$ cat src/rtl/led_scan_pkg.sv
package led_scan_pkg;

  typedef enum logic [2:0] {
    ST_IDLE, ST_ENTER, ST_LOAD, ST_LATCH, ST_SENSE, ST_READ, ST_EXIT, ST_FIN
  } scan_st_e;

  typedef struct packed {
    logic data;
    logic latch;
    logic oen;
    logic pulse;
  } slot_drv_t;

  localparam int KEY_SLOTS = 5;

  // System cycles per driver-clock half period: meets both the maximum
  // driver clock rate and the minimum enable pulse (one full slot).
  function automatic int unsigned half_cycles(longint sys_hz, longint drv_hz, longint en_ns);
    longint by_freq;
    longint by_en;
    by_freq = (sys_hz + 2 * drv_hz - 1) / (2 * drv_hz);
    by_en   = (en_ns * sys_hz + 64'd1_999_999_999) / 64'd2_000_000_000;
    if (by_en > by_freq) by_freq = by_en;
    if (by_freq < 1) by_freq = 1;
    return int'(by_freq);
  endfunction

  // Whole slots needed to cover the sense window.
  function automatic int unsigned sense_slots(longint sys_hz, longint win_ns, longint half);
    longint cyc;
    longint sl;
    cyc = (win_ns * sys_hz + 64'd999_999_999) / 64'd1_000_000_000;
    sl  = (cyc + 2 * half - 1) / (2 * half);
    if (sl < 1) sl = 1;
    return int'(sl);
  endfunction

  // Enable level in slot k of either key sequence (low only in slot 1).
  function automatic logic key_oen(int k);
    return (k != 1);
  endfunction

  // Latch level in slot k: high only in slot 3 of the entry sequence.
  function automatic logic key_latch(int k, logic entry);
    return entry && (k == 3);
  endfunction

endpackage

$ cat src/rtl/scan_clkgen.sv
module scan_clkgen #(
  parameter int HALF = 10
) (
  input  logic clk,
  input  logic rst_n,
  input  logic run_i,
  output logic rise_o,
  output logic slot_end_o
);
  localparam int CW = $clog2(HALF + 1);

  logic [CW-1:0] cnt;
  logic          ph;
  logic          half_end;

  assign half_end   = run_i && (cnt == CW'(HALF - 1));
  assign rise_o     = half_end && !ph;
  assign slot_end_o = half_end && ph;

  always_ff @(posedge clk or negedge rst_n) begin
    if (!rst_n) begin
      cnt <= '0;
      ph  <= 1'b0;
    end else if (!run_i) begin
      cnt <= '0;
      ph  <= 1'b0;
    end else if (half_end) begin
      cnt <= '0;
      ph  <= ~ph;
    end else begin
      cnt <= cnt + 1'b1;
    end
  end

  // a rising event is always followed by a slot end, never by another rise
  a_r8_rise_then_end: assert property (@(posedge clk) disable iff (!rst_n)
    rise_o |=> !rise_o);
endmodule

$ cat src/rtl/scan_pattern.sv
module scan_pattern
  import led_scan_pkg::*;
#(
  parameter int IW = 6
) (
  input  scan_st_e       st_i,
  input  logic [IW-1:0]  idx_i,
  output slot_drv_t      drv_o
);
  always_comb begin
    drv_o = '{data: 1'b0, latch: 1'b0, oen: 1'b1, pulse: 1'b0};
    unique case (st_i)
      ST_ENTER: begin
        drv_o.oen   = key_oen(int'(idx_i));
        drv_o.latch = key_latch(int'(idx_i), 1'b1);
        drv_o.pulse = 1'b1;
      end
      ST_LOAD: begin
        drv_o.data  = 1'b1;
        drv_o.pulse = 1'b1;
      end
      ST_LATCH: drv_o.latch = 1'b1;
      ST_SENSE: drv_o.oen   = 1'b0;
      ST_READ:  drv_o.pulse = 1'b1;
      ST_EXIT: begin
        drv_o.oen   = key_oen(int'(idx_i));
        drv_o.latch = key_latch(int'(idx_i), 1'b0);
        drv_o.pulse = 1'b1;
      end
      default: ;
    endcase
  end
endmodule

$ cat src/rtl/scan_capture.sv
module scan_capture #(
  parameter int NB = 32,
  parameter int IW = 6
) (
  input  logic          clk,
  input  logic          rst_n,
  input  logic          take_i,
  input  logic [IW-1:0] idx_i,
  input  logic          bit_i,
  output logic [NB-1:0] vec_o
);
  for (genvar g = 0; g < NB; g++) begin : g_bit
    logic hit;
    assign hit = take_i && (idx_i == IW'(NB - 1 - g));
    always_ff @(posedge clk or negedge rst_n) begin
      if (!rst_n)   vec_o[g] <= 1'b1;
      else if (hit) vec_o[g] <= bit_i;
    end
  end

  // one sample lands in exactly one bit
  a_r6_single_bit: assert property (@(posedge clk) disable iff (!rst_n)
    take_i |=> ($countones(vec_o ^ $past(vec_o)) <= 1));
endmodule

$ cat src/rtl/led_scan_seq.sv
module led_scan_seq
  import led_scan_pkg::*;
#(
  parameter int N_DEV     = 2,
  parameter int SYS_HZ    = 100_000_000,
  parameter int DRV_HZ    = 5_000_000,
  parameter int EN_MIN_NS = 200,
  parameter int SENSE_NS  = 1000
) (
  input  logic                clk,
  input  logic                rst_n,
  input  logic                start_i,
  input  logic                ret_i,
  output logic                drv_clk_o,
  output logic                drv_data_o,
  output logic                drv_latch_o,
  output logic                drv_oen_o,
  output logic                busy_o,
  output logic                done_o,
  output logic [16*N_DEV-1:0] faults_o
);
  localparam int NB       = 16 * N_DEV;
  localparam int HALF     = int'(half_cycles(longint'(SYS_HZ), longint'(DRV_HZ), longint'(EN_MIN_NS)));
  localparam int SENSE_SL = int'(sense_slots(longint'(SYS_HZ), longint'(SENSE_NS), longint'(HALF)));
  localparam int MAXI     = (NB > SENSE_SL) ? NB : SENSE_SL;
  localparam int IW       = $clog2(MAXI + 1);

  scan_st_e      st_q, st_n;
  logic [IW-1:0] idx_q, idx_n;
  logic          run;
  logic          rise_ev;
  logic          slot_end;
  logic          take;
  logic          pulse_q;
  logic          idx_last;
  slot_drv_t     drv_n;

  // Events brought out for the assertions
  assign run  = (st_q != ST_IDLE) && (st_q != ST_FIN);
  assign take = rise_ev && (st_q == ST_READ);

  scan_clkgen #(.HALF(HALF)) u_clk (
    .clk(clk), .rst_n(rst_n), .run_i(run),
    .rise_o(rise_ev), .slot_end_o(slot_end)
  );

  function automatic logic [IW-1:0] last_idx(scan_st_e s);
    case (s)
      ST_ENTER, ST_EXIT: return IW'(KEY_SLOTS - 1);
      ST_LOAD, ST_READ:  return IW'(NB - 1);
      ST_SENSE:          return IW'(SENSE_SL - 1);
      default:           return '0;
    endcase
  endfunction

  assign idx_last = (idx_q == last_idx(st_q));

  always_comb begin
    st_n  = st_q;
    idx_n = idx_q;
    if (st_q == ST_IDLE) begin
      if (start_i) begin
        st_n  = ST_ENTER;
        idx_n = '0;
      end
    end else if (st_q == ST_FIN) begin
      st_n = ST_IDLE;
    end else if (slot_end) begin
      if (idx_last) begin
        idx_n = '0;
        unique case (st_q)
          ST_ENTER: st_n = ST_LOAD;
          ST_LOAD:  st_n = ST_LATCH;
          ST_LATCH: st_n = ST_SENSE;
          ST_SENSE: st_n = ST_READ;
          ST_READ:  st_n = ST_EXIT;
          default:  st_n = ST_FIN;
        endcase
      end else begin
        idx_n = idx_q + 1'b1;
      end
    end
  end

  scan_pattern #(.IW(IW)) u_pat (.st_i(st_n), .idx_i(idx_n), .drv_o(drv_n));

  always_ff @(posedge clk or negedge rst_n) begin
    if (!rst_n) begin
      st_q        <= ST_IDLE;
      idx_q       <= '0;
      drv_data_o  <= 1'b0;
      drv_latch_o <= 1'b0;
      drv_oen_o   <= 1'b1;
      pulse_q     <= 1'b0;
      drv_clk_o   <= 1'b0;
    end else begin
      st_q        <= st_n;
      idx_q       <= idx_n;
      drv_data_o  <= drv_n.data;
      drv_latch_o <= drv_n.latch;
      drv_oen_o   <= drv_n.oen;
      pulse_q     <= drv_n.pulse;
      if (slot_end)                drv_clk_o <= 1'b0;
      else if (rise_ev && pulse_q) drv_clk_o <= 1'b1;
    end
  end

  scan_capture #(.NB(NB), .IW(IW)) u_cap (
    .clk(clk), .rst_n(rst_n), .take_i(take), .idx_i(idx_q),
    .bit_i(ret_i), .vec_o(faults_o)
  );

  assign busy_o = (st_q != ST_IDLE);
  assign done_o = (st_q == ST_FIN);

  // idle drivers see enable high, no clock, no latch
  a_r1_idle_quiet: assert property (@(posedge clk) disable iff (!rst_n)
    !busy_o |-> (drv_oen_o && !drv_clk_o && !drv_latch_o));
  // wires hold still while the driver clock is high
  a_r8_quiet_high: assert property (@(posedge clk) disable iff (!rst_n)
    drv_clk_o |-> ($stable(drv_data_o) && $stable(drv_latch_o) && $stable(drv_oen_o)));
  // latch never high while outputs are enabled
  a_r5_no_latch_lit: assert property (@(posedge clk) disable iff (!rst_n)
    !drv_oen_o |-> !drv_latch_o);
  // no clock edges during the sense window
  a_r5_dark_clock: assert property (@(posedge clk) disable iff (!rst_n)
    (st_q == ST_SENSE) |-> !drv_clk_o);
  // return sampled with enable high, clock still low
  a_r6_sample_low: assert property (@(posedge clk) disable iff (!rst_n)
    take |-> (drv_oen_o && !drv_clk_o));
  // done lasts one cycle and busy drops after it
  a_r9_done_once: assert property (@(posedge clk) disable iff (!rst_n)
    done_o |=> (!done_o && !busy_o));
  // busy cannot drop before done
  a_r10_busy_holds: assert property (@(posedge clk) disable iff (!rst_n)
    (busy_o && !done_o) |=> busy_o);
endmodule

$ cat config.mk
export PLATFORM = sky130hd
export DESIGN_NAME = led_scan_seq
export DESIGN_NICKNAME = d
export VERILOG_FILES = /design/src/rtl/led_scan_pkg.sv /design/src/rtl/scan_clkgen.sv /design/src/rtl/scan_pattern.sv /design/src/rtl/scan_capture.sv /design/src/rtl/led_scan_seq.sv
export SDC_FILE = /design/constraint.sdc
export NUM_CORES = 1
export LEC_CHECK = 0
export BUFFER_PORTS_ARGS = -buffer_cell sky130_fd_sc_hd__clkbuf_2
export CORE_AREA = 2 2 97 62
export DETAILED_ROUTE_END_ITERATION = 8
export DIE_AREA = 0 0 99 64
export GPL_TIMING_DRIVEN = 0
export PLACE_DENSITY = 0.74
export SETUP_SLACK_MARGIN = 0.1
export SLEW_MARGIN = 25
export SYNTH_ARGS = -nofsm -noshare
export SYNTH_HDL_FRONTEND = slang
export SYNTH_SLANG_ARGS = --single-unit
$ cat constraint.sdc
create_clock -name clk -period 2.4 [get_ports clk]
set_input_delay 0.24 -clock clk [delete_from_list [all_inputs] [get_ports clk]]
set_output_delay 0.24 -clock clk [all_outputs]
set_load 0.005 [all_outputs]
==> results of run 1 <==
[cells in the mapped netlist (2+ instances only)]
master / n
or3_1: 3
clkbuf_1: 6
and2_1: 5
nand3_1: 9
a41oi_1: 2
a221o_1: 2
o21ai_0: 4
inv_1: 10
nand4_1: 3
xnor2_1: 3
nand2_1: 36
dfstp_2: 33
ha_1: 7
a21o_1: 2
mux2_2: 32
dfrtp_1: 18
nor3_2: 3
xor2_1: 2
o31ai_1: 2
buf_2: 4
nor2_1: 15
a21oi_1: 3
a31oi_1: 3
nor3_1: 5
nor2b_1: 5
nor3b_1: 2
[worst max-delay path, stage by stage, from the launching register on]
cell	delay, ns
dfrtp_2	0.45
or3b_4	0.40
a2111o_1	0.43
a21oi_4	0.29
buf_6	0.14
a31oi_2	0.08
o21bai_4	0.19
and2_4	0.16
a31o_1	0.18
a31oi_1	0.17
[sequential cells by signal (all words and copies together), names as in the netlist, 3 cells and up]
| register | cells |
|---|---|
| st_q | 3 |
| u_clk.cnt | 4 |
| idx_q | 6 |
| u_cap.vec_o | 32 |
[final cells by class]
| cell class | count | area (um^2) | area share |
|---|---|---|---|
| plain buffers | 10 | 56.30 | 0.01696 |
| inverters | 11 | 43.79 | 0.01319 |
| clock buffers | 5 | 68.82 | 0.02073 |
| repair buffers | 61 | 372.9 | 0.1123 |
| clock inverters | 3 | 23.77 | 0.007162 |
| well taps | 69 | 86.33 | 0.02601 |
| flip-flops and latches | 51 | 1320 | 0.3977 |
| multi-input cells | 173 | 1348 | 0.4060 |
[layer usage]
| metal | GRT usage | share of wire | vias up |
|---|---|---|---|
| met1 | 0.3075 | 0.50 | 1039 |
| li1 | - | - | 1006 |
| met3 | 0.05361 | 0.070 | 4 |
| met4 | 0.03082 | 0.0051 | 0 |
| met2 | 0.2889 | 0.42 | 67 |
| met5 | 0 | 0 | - |
[layout by cell type, fill, tap and decap left out, types with 5 or more instances in the layout]
cell type and instances:
clkbuf_2 41, nand2_1 36, dfstp_2 33, mux2_2 32, buf_4 17, dfrtp_1 16
nor2_1 13, inv_1 10, nand3_1 8, ha_1 7, clkbuf_1 5, clkbuf_8 5
[repair_timing]
action | CTS | global route
gates cloned | 0 | 0
gates resized for setup | 10 | 19
buffers inserted | 10 | 11
hold buffers | 0 | 0
pin swaps | 9 | 11
endpoints found under the setup margin | 13 | 33
[power groups by stage]
stage	Combinational (mW)	Clock, mW	Sequential (mW)
after global routing	0.643	0.552	1.14
after global placement	0.509	0	1.12
after floorplan	0.362	0	1.10
final	0.571	0.505	1.12
after CTS	0.559	0.512	1.11
after detailed placement	0.529	0	1.13
[metrics by stage]
stage | util | setup WS (ns) | total power, mW
floorplan | - | 0.1026 | 1.465
global placement | 0.5510 | -0.2164 | 1.634
detailed placement | 0.5515 | -0.3367 | 1.654
CTS | 0.5902 | -0.1391 | 2.185
global route | 0.6163 | -0.2662 | 2.332
finish | 0.6163 | -0.1607 | 2.192
[cells by family (layout without fill, tap and decap cells)]
logic type | count (synthesis) | count (layout) | synth area share
xor gates and xnor gates | 5 | 5 | 0.01637
DFF | 51 | 51 | 0.4923
muxes | 32 | 32 | 0.1346
adders and majority gates | 7 | 7 | 0.03272
and+or+nand+nor | 99 | 99 | 0.1931
AOI/OAI and AO/OA | 30 | 30 | 0.09958
buffers and inverters | 21 | 90 | 0.03132
[worst paths after layout]
path / slack [ns] / end / depth (start not counted) / startpoint
worst min register to register: 0.50 / u_clk.cnt[0] / 1 / u_clk.cnt[0]
worst max register to register: -0.16 / drv_oen_o / 9 / st_q[2]
max in group asynchronous: 1.94 / st_q[1] / 1 / rst_n
min in group clk: 0.24 / u_cap.vec_o[16] / 2 / ret_i
worst max-delay path: -0.16 / drv_oen_o / 9 / st_q[2]
worst min-delay path: -0.02 / u_clk.cnt[2] / 1 / rst_n
==> flow_summary.yaml, run 1 <==
drt:
  wl_per_cell_um: 16.36
  routed_wl_um: 6264
  drc_errors: 0
  drtIter0Drc: 172
  viasPerCell: 5.525
  ant_nets: 0
  num_vias: 2116
  drtPass1Iterations: 4
grt:
  grt_max_degree: 52
  grt_use_total: 0.2005
  grt_pass1_vias: 2049
  antenna_found_initial: 0
  grt_pass1_wl_um: 10110
  gr-total-overflow: 0
cts:
  cts_buffer_depth: 2
  cts_tree: "built"
  cts.sinks: 51
  root_buffer: "clkbuf_8"
  cts_max_level: 2
  clkLatencyLatePin_ns: 0.31
  numCtsBuffers: 5
  path_clk_slew_ns: 0.09
yosys:
  ys_top_cells_by_area: "dfstp_2, dfrtp_1, mux2_2, nand2_1, ha_1"
  ys_seq_elements: 51
  postSynthCellCount: 245
  synth_cell_types: 52
  ys_warn_count: 0
  syn-num-nets: 256
  netlist_area_um2: 2676
  synth_top_area_frac: 0.3240
  synth_area_per_cell_um2: 10.92
  synth_top_area_cell: "dfstp_2"
  synth-edff-count: 0
  async_reset_ff_frac: 1.000
  synth_ff_type: "dfstp_2"
  yosysSeqAreaShare: 0.4923
sta:
  setup_viol: 4
  hold_viol: 11
  rsz0062_at_grt: "yes"
  fmax_mhz: 390.5
  fin_ws_ns: -0.1607
  worst_clock_skew_ns: 0.01219
  hold_ws_ns: -0.02093
  post-route-period-util: 1.067
  worstMarginPinSlew_ns: 0.6576
  finalSetupTns_ns: -0.3190
  relSlewSlack: 0.5616
  period_minus_slack_ns: 2.561
  slew_violations: 0
job:
  cap_violations: 0
place:
  routabilityCongestion: 0.8566
  portBuffers: 41
  placed_cells: 355
  hpwl_um: 4339
  placed_cell_area_um2: 2970
critical_path:
  critPathMaxFanout: 5
  start_kind: "register"
  end_kind: "register"
  required_ns: 2.63
  path_class: "reg -> reg"
  arrival_ns: 2.79
hold_path:
  hp-class: "in -> async"
finish:
  design_area_um2: 3319
  nNetsFinal: 324
  drive_gt1_frac: 0.5318
  syn_to_final_growth_pct: 24.03
  antenna_cells: 0
  fin_cells: 383
  fillers: 452
power_and_ir_drop:
  power_switching_uw: 732.7
  p_comb_frac: 0.260
  clockPowerShare: 0.230
  power_leakage_nw: 1.418
  seq_power_share: 0.509
  peakVddDrop_uv: 369.5
  netSwitchingFraction: 0.3343
  p_int_mw: 1.459
  p_per_area_nw_per_um2: 660.2
floorplanning:
  die-area_um2: 6336
  ios: 42
  start_util: 0.4969
  die_w_um: 99
  num_rows: 21
  die_h_um: 64
  core_area_um2: 5386
status:
  violations: "hold timing, setup timing"
  status: "complete, but fails checks"
No activity file was read; power rests on OpenSTA's default activity.
==> run 2, diff against run 1 <==
MAX_ROUTING_LAYER = met4   (was not set)
PLACE_DENSITY = 0.72   (was 0.74)
==> run 2 against run 1 <==
- the flow still finishes with violations (hold timing, setup timing)
- first-iteration DRC count fell by 13%
- combinational power barely moved
- sequential power about the same
- clock skew is 0.0025 ns lower
- sequential share of layout area increased by 1.1 points
- worst hold slack gained 0.012 ns
- clock power grew 14%
- global-route usage increased by 0.90 points
- clock-buffer cell count increased by 2
- design area shrank 2.8%
- wire length is 2.9% lower
- critical path depth unchanged
- critical path type unchanged
==> flow_summary.yaml, run 2 (synthesis results as in run 1) <==
cts:
  cts.sinks: 51
  cts_buffer_depth: 2
  cts_max_level: 2
  path_clk_slew_ns: 0.09
  numCtsBuffers: 5
  root_buffer: "clkbuf_8"
  cts_hold_buf: 0
  clkLatencyLatePin_ns: 0.30
  cts_tree: "built"
job:
  cap_violations: 0
finish:
  largest_reg_flops: 32
  nNetsFinal: 312
  fillers: 472
  mostFrequentLayoutCells: "clkbuf_2, nand2_1, dfstp_2"
  fin_cells: 371
  regMostFlops: "u_cap.vec_o"
  syn_to_final_growth_pct: 20.57
  reg_top3: "u_cap.vec_o x32, idx_q x6, u_clk.cnt x4"
  antenna_cells: 0
  drive_gt1_frac: 0.5000
  final_common_cell: "clkbuf_2"
status:
  violations: "hold timing, setup timing"
  status: "complete, but fails checks"
grt:
  gr-total-overflow: 0
  antenna_found_initial: 0
  grt_pass1_wl_um: 10160
  grt_max_degree: 52
  grt_pass1_vias: 1972
  grt_use_total: 0.2095
drt:
  num_vias: 2105
  drc_errors: 0
  viasPerCell: 5.674
  routed_wl_um: 6080
  wl_per_cell_um: 16.39
  ant_nets: 0
  drtIter0Drc: 150
  drtPass1Iterations: 4
critical_path:
  cp_slowest_stage_delay_ns: 0.46
  start_kind: "register"
  arrival_ns: 2.76
  end_kind: "register"
  crit_chain: "nor3_4 > inv_2 > a221o_1 > a21oi_4 > a221oi_1 > a21o_1 > nor3_4 > a41oi_2 > nor3_2"
  critPathMaxFanout: 10
  slowest_stage: "dfrtp_2"
  crit_top_cell: "nor3_4"
  required_ns: 2.63
  path_class: "reg -> reg"
power_and_ir_drop:
  power_leakage_nw: 1.376
  peakVddDrop_uv: 372.0
  p_per_area_nw_per_um2: 702.0
  total_power_mw: 2.265
sta:
  setup_viol: 3
  period_minus_slack_ns: 2.533
  worst_clock_skew_ns: 0.009695
  relSlewSlack: 0.5453
  post-route-period-util: 1.055
  hold_ws_ns: -0.008805
  hold_viol: 7
  slew_violations: 0
  finalSetupTns_ns: -0.2393
  rsz0062_at_grt: "yes"
  worstMarginPinSlew_ns: 0.6821
  fin_ws_ns: -0.1332
  fmax_mhz: 394.8
floorplanning:
  ios: 42
  num_rows: 21
  start_util: 0.4969
  core_area_um2: 5386
  die_w_um: 99
  die-area_um2: 6336
  die_h_um: 64
place:
  hpwl_um: 4279
  portBuffers: 41
  routabilityCongestion: 0.9168
  placed_cells: 355
hold_path:
  hp-class: "in -> async"
## run 2: cell count changes in the layout (fill, tap and decap cells not counted), sizes merged
cell / previous run / this run
clkinv: 2 / 1
buf: 24 / 11
inv: 12 / 11
clkbuf: 52 / 55
## run 2: worst max-delay path, delay by kind of cell (launching register included)
kind                   cells  cell delay (ns)
and+or+nand+nor            3             0.67
AOI/OAI and AO/OA          5             1.16
buffers and inverters      1             0.16
DFF                        1             0.46
## run 2: layout make-up
type | count | area [um^2] | share of cell area
buffer | 10 | 48.80 | 0.01512
clock buffer | 7 | 107.6 | 0.03335
clock inverter | 1 | 5.005 | 0.001551
inverter | 11 | 41.29 | 0.01280
multi-input combinational | 173 | 1350 | 0.4184
sequential | 51 | 1320 | 0.4091
tap | 69 | 86.33 | 0.02675
timing repair buffer | 49 | 267.8 | 0.08298
## run 2: power breakdown
group          switching (mW)  total (mW)  internal (mW)
clock                   0.281       0.577          0.296
combinational           0.325       0.569          0.244
sequential              0.115        1.12           1.00
total                   0.722        2.27           1.54
## run 2: worst paths after layout
path	from	end	slack (ns)	depth (start not counted)
setup / recovery	st_q[1]	drv_latch_o	-0.13	9
hold / removal	rst_n	u_clk.cnt[0]	-0.009	1
setup reg to reg	st_q[1]	drv_latch_o	-0.13	9
hold reg to reg	u_clk.cnt[0]	u_clk.cnt[0]	0.50	1
max in group asynchronous	rst_n	st_q[2]	1.91	1
min in group clk	ret_i	u_cap.vec_o[16]	0.25	2
## run 2: metal layers
metal / track usage / up-vias / part of all wire
met2: 0.2804 / 82 / 0.41
met5: - / - / 0
met4: 0.03425 / 0 / 0.0048
met3: 0.04814 / 5 / 0.061
met1: 0.3263 / 1046 / 0.52
li1: - / 972 / -
## run 2: what timing repair did
item,CTS,global route
pin swaps,15,7
buffers inserted,6,2
setup endpoints to repair,9,21
hold endpoints to repair,0,0
resized for setup,11,10
## run 2: stage by stage
stage,utilization,instance area (um^2),hold WS (ns),worst slack (ns)
6_report,0.5991,3227,-0.008805,-0.1332
5_1_grt,0.5991,3227,0.02574,-0.1969
4_1_cts,0.5909,3183,0.01405,-0.1297
3_5_place_dp,0.5515,2970,0.3495,-0.2955
3_3_place_gp,0.5510,2968,0.4788,-0.2345
2_1_floorplan,-,2676,-0.05559,0.1026
==> run 3, diff against run 2 <==
SETUP_SLACK_MARGIN = not set   (was 0.1)
==> run 3 against run 2 <==
- the run still ends with hold timing, setup timing left
- via count is 0.62% lower
- first-iteration DRC count decreased by 17%
- non-clock buffer count increased by 8
- wire length rose by 0.12%
- design area up 2.1%
- die area unchanged
- total power hardly changed
- sequential cell count unchanged
- sequential share of layout area is 0.86 points lower
- cell count up 2.2%
- worst hold slack got worse by 0.0080 ns
- sequential power about the same
- critical endpoint is now drv_oen_o
- largest cell class unchanged
- largest power group unchanged
- highest routed layer unchanged
==> flow_summary.yaml, run 3 (synthesis results as in run 1) <==
sta:
  worstMarginPinSlew_ns: 0.6741
  slew_violations: 0
  relSlewSlack: 0.5506
  finalSetupTns_ns: -0.09783
  fin_ws_ns: -0.06604
  setup_viol: 2
  rsz0062_at_grt: "yes"
  hold_viol: 9
  post-route-period-util: 1.028
  fmax_mhz: 405.5
  hold_ws_ns: -0.01683
  worst_clock_skew_ns: 0.006805
  period_minus_slack_ns: 2.466
floorplanning:
  die-area_um2: 6336
  num_rows: 21
  die_w_um: 99
  ios: 42
  die_h_um: 64
  start_util: 0.4969
  core_area_um2: 5386
critical_path:
  critPathMaxFanout: 4
  crit_chain: "or3b_4 > a2111o_1 > a21oi_4 > buf_6 > a31oi_4 > o21bai_4 > and2_4 > a31o_1 > a31oi_1"
  arrival_ns: 2.70
  required_ns: 2.64
  slowest_stage: "dfrtp_1"
  cp_slowest_stage_delay_ns: 0.44
  path_class: "reg -> reg"
  end_kind: "register"
  start_kind: "register"
grt:
  grt_pass1_wl_um: 10300
  grt_max_degree: 52
  grt_pass1_vias: 2004
  grt_use_total: 0.2156
  gr-total-overflow: 0
  antenna_found_initial: 0
finish:
  reg_top3: "u_cap.vec_o x32, idx_q x6, u_clk.cnt x4"
  mostFrequentLayoutCells: "clkbuf_2, nand2_1, dfstp_2"
  antenna_cells: 0
  drive_gt1_frac: 0.5032
  nNetsFinal: 320
  largest_reg_flops: 32
  design_area_um2: 3293
  final_common_cell: "clkbuf_2"
  regMostFlops: "u_cap.vec_o"
  fin_cells: 379
  syn_to_final_growth_pct: 23.05
  utilization: 0.6114
cts:
  cts.sinks: 51
  cts_tree: "built"
  clkLatencyLatePin_ns: 0.31
  numCtsBuffers: 5
  cts_max_level: 2
  root_buffer: "clkbuf_8"
  path_clk_slew_ns: 0.09
  cts_hold_buf: 0
  cts_buffer_depth: 2
power_and_ir_drop:
  total_power_mw: 2.267
  peakVddDrop_uv: 385.9
  power_leakage_nw: 1.407
  p_per_area_nw_per_um2: 688.2
drt:
  routed_wl_um: 6087
  drc_errors: 0
  num_vias: 2092
  ant_nets: 0
  drtIter0Drc: 124
  wl_per_cell_um: 16.06
  viasPerCell: 5.520
  drtPass1Iterations: 4
hold_path:
  hp-class: "in -> async"
place:
  placed_cells: 355
  portBuffers: 41
  dpl_worst_slack_ns: -0.2535
  placed_cell_area_um2: 2970
  routabilityCongestion: 0.8814
  hpwl_um: 4313
job:
  cap_violations: 0
status:
  status: "complete, but fails checks"
  violations: "hold timing, setup timing"
[run 3: final cells by class]
| cell class | count | area [um^2] |
|---|---|---|
| Fill cell | 469 | 2093 |
| Buffer | 10 | 47.55 |
| Clock inverter | 1 | 5.005 |
| Tap cell | 69 | 86.33 |
| Clock buffer | 7 | 107.6 |
| Timing Repair Buffer | 57 | 335.3 |
| Inverter | 11 | 43.79 |
| Sequential cell | 51 | 1319 |
| Multi-Input combinational cell | 173 | 1349 |
[run 3: worst max-delay path, delay by kind of cell, from the launching register on]
| kind | cells | cell delay (ns) |
|---|---|---|
| buffers and inverters | 1 | 0.15 |
| AO/OA/AOI/OAI | 6 | 1.25 |
| AND/OR/NAND/NOR | 2 | 0.54 |
| flip-flops | 1 | 0.44 |
[run 3: where the power goes]
| part | switching [mW] | internal [mW] | total, mW |
|---|---|---|---|
| clock | 0.282 | 0.296 | 0.578 |
| sequential | 0.112 | 1.00 | 1.12 |
| combinational | 0.326 | 0.247 | 0.573 |
| total | 0.721 | 1.55 | 2.27 |
[run 3: what timing repair did]
action,in CTS,in global routing
endpoints found under the setup margin,4,12
resized for setup,7,12
pin swaps,9,8
buffers inserted,11,5
[run 3: final timing paths]
check / startpoint / endpoint / slack (ns) / depth (start not counted)
worst max-delay path: st_q[0] / drv_oen_o / -0.07 / 9
worst min-delay path: rst_n / u_clk.cnt[0] / -0.02 / 1
worst max register to register: st_q[0] / drv_oen_o / -0.07 / 9
worst min register to register: u_clk.cnt[0] / u_clk.cnt[0] / 0.50 / 1
max in group asynchronous: rst_n / st_q[1] / 1.93 / 1
min in group clk: ret_i / u_cap.vec_o[1] / 0.23 / 2
[run 3: per-layer routing]
layer	vias to the layer above	part of all wire	GRT usage
li1	993	-	-
met1	1025	0.51	0.3207
met2	64	0.41	0.2897
met3	10	0.067	0.05142
met4	0	0.015	0.06678
met5	-	0	-
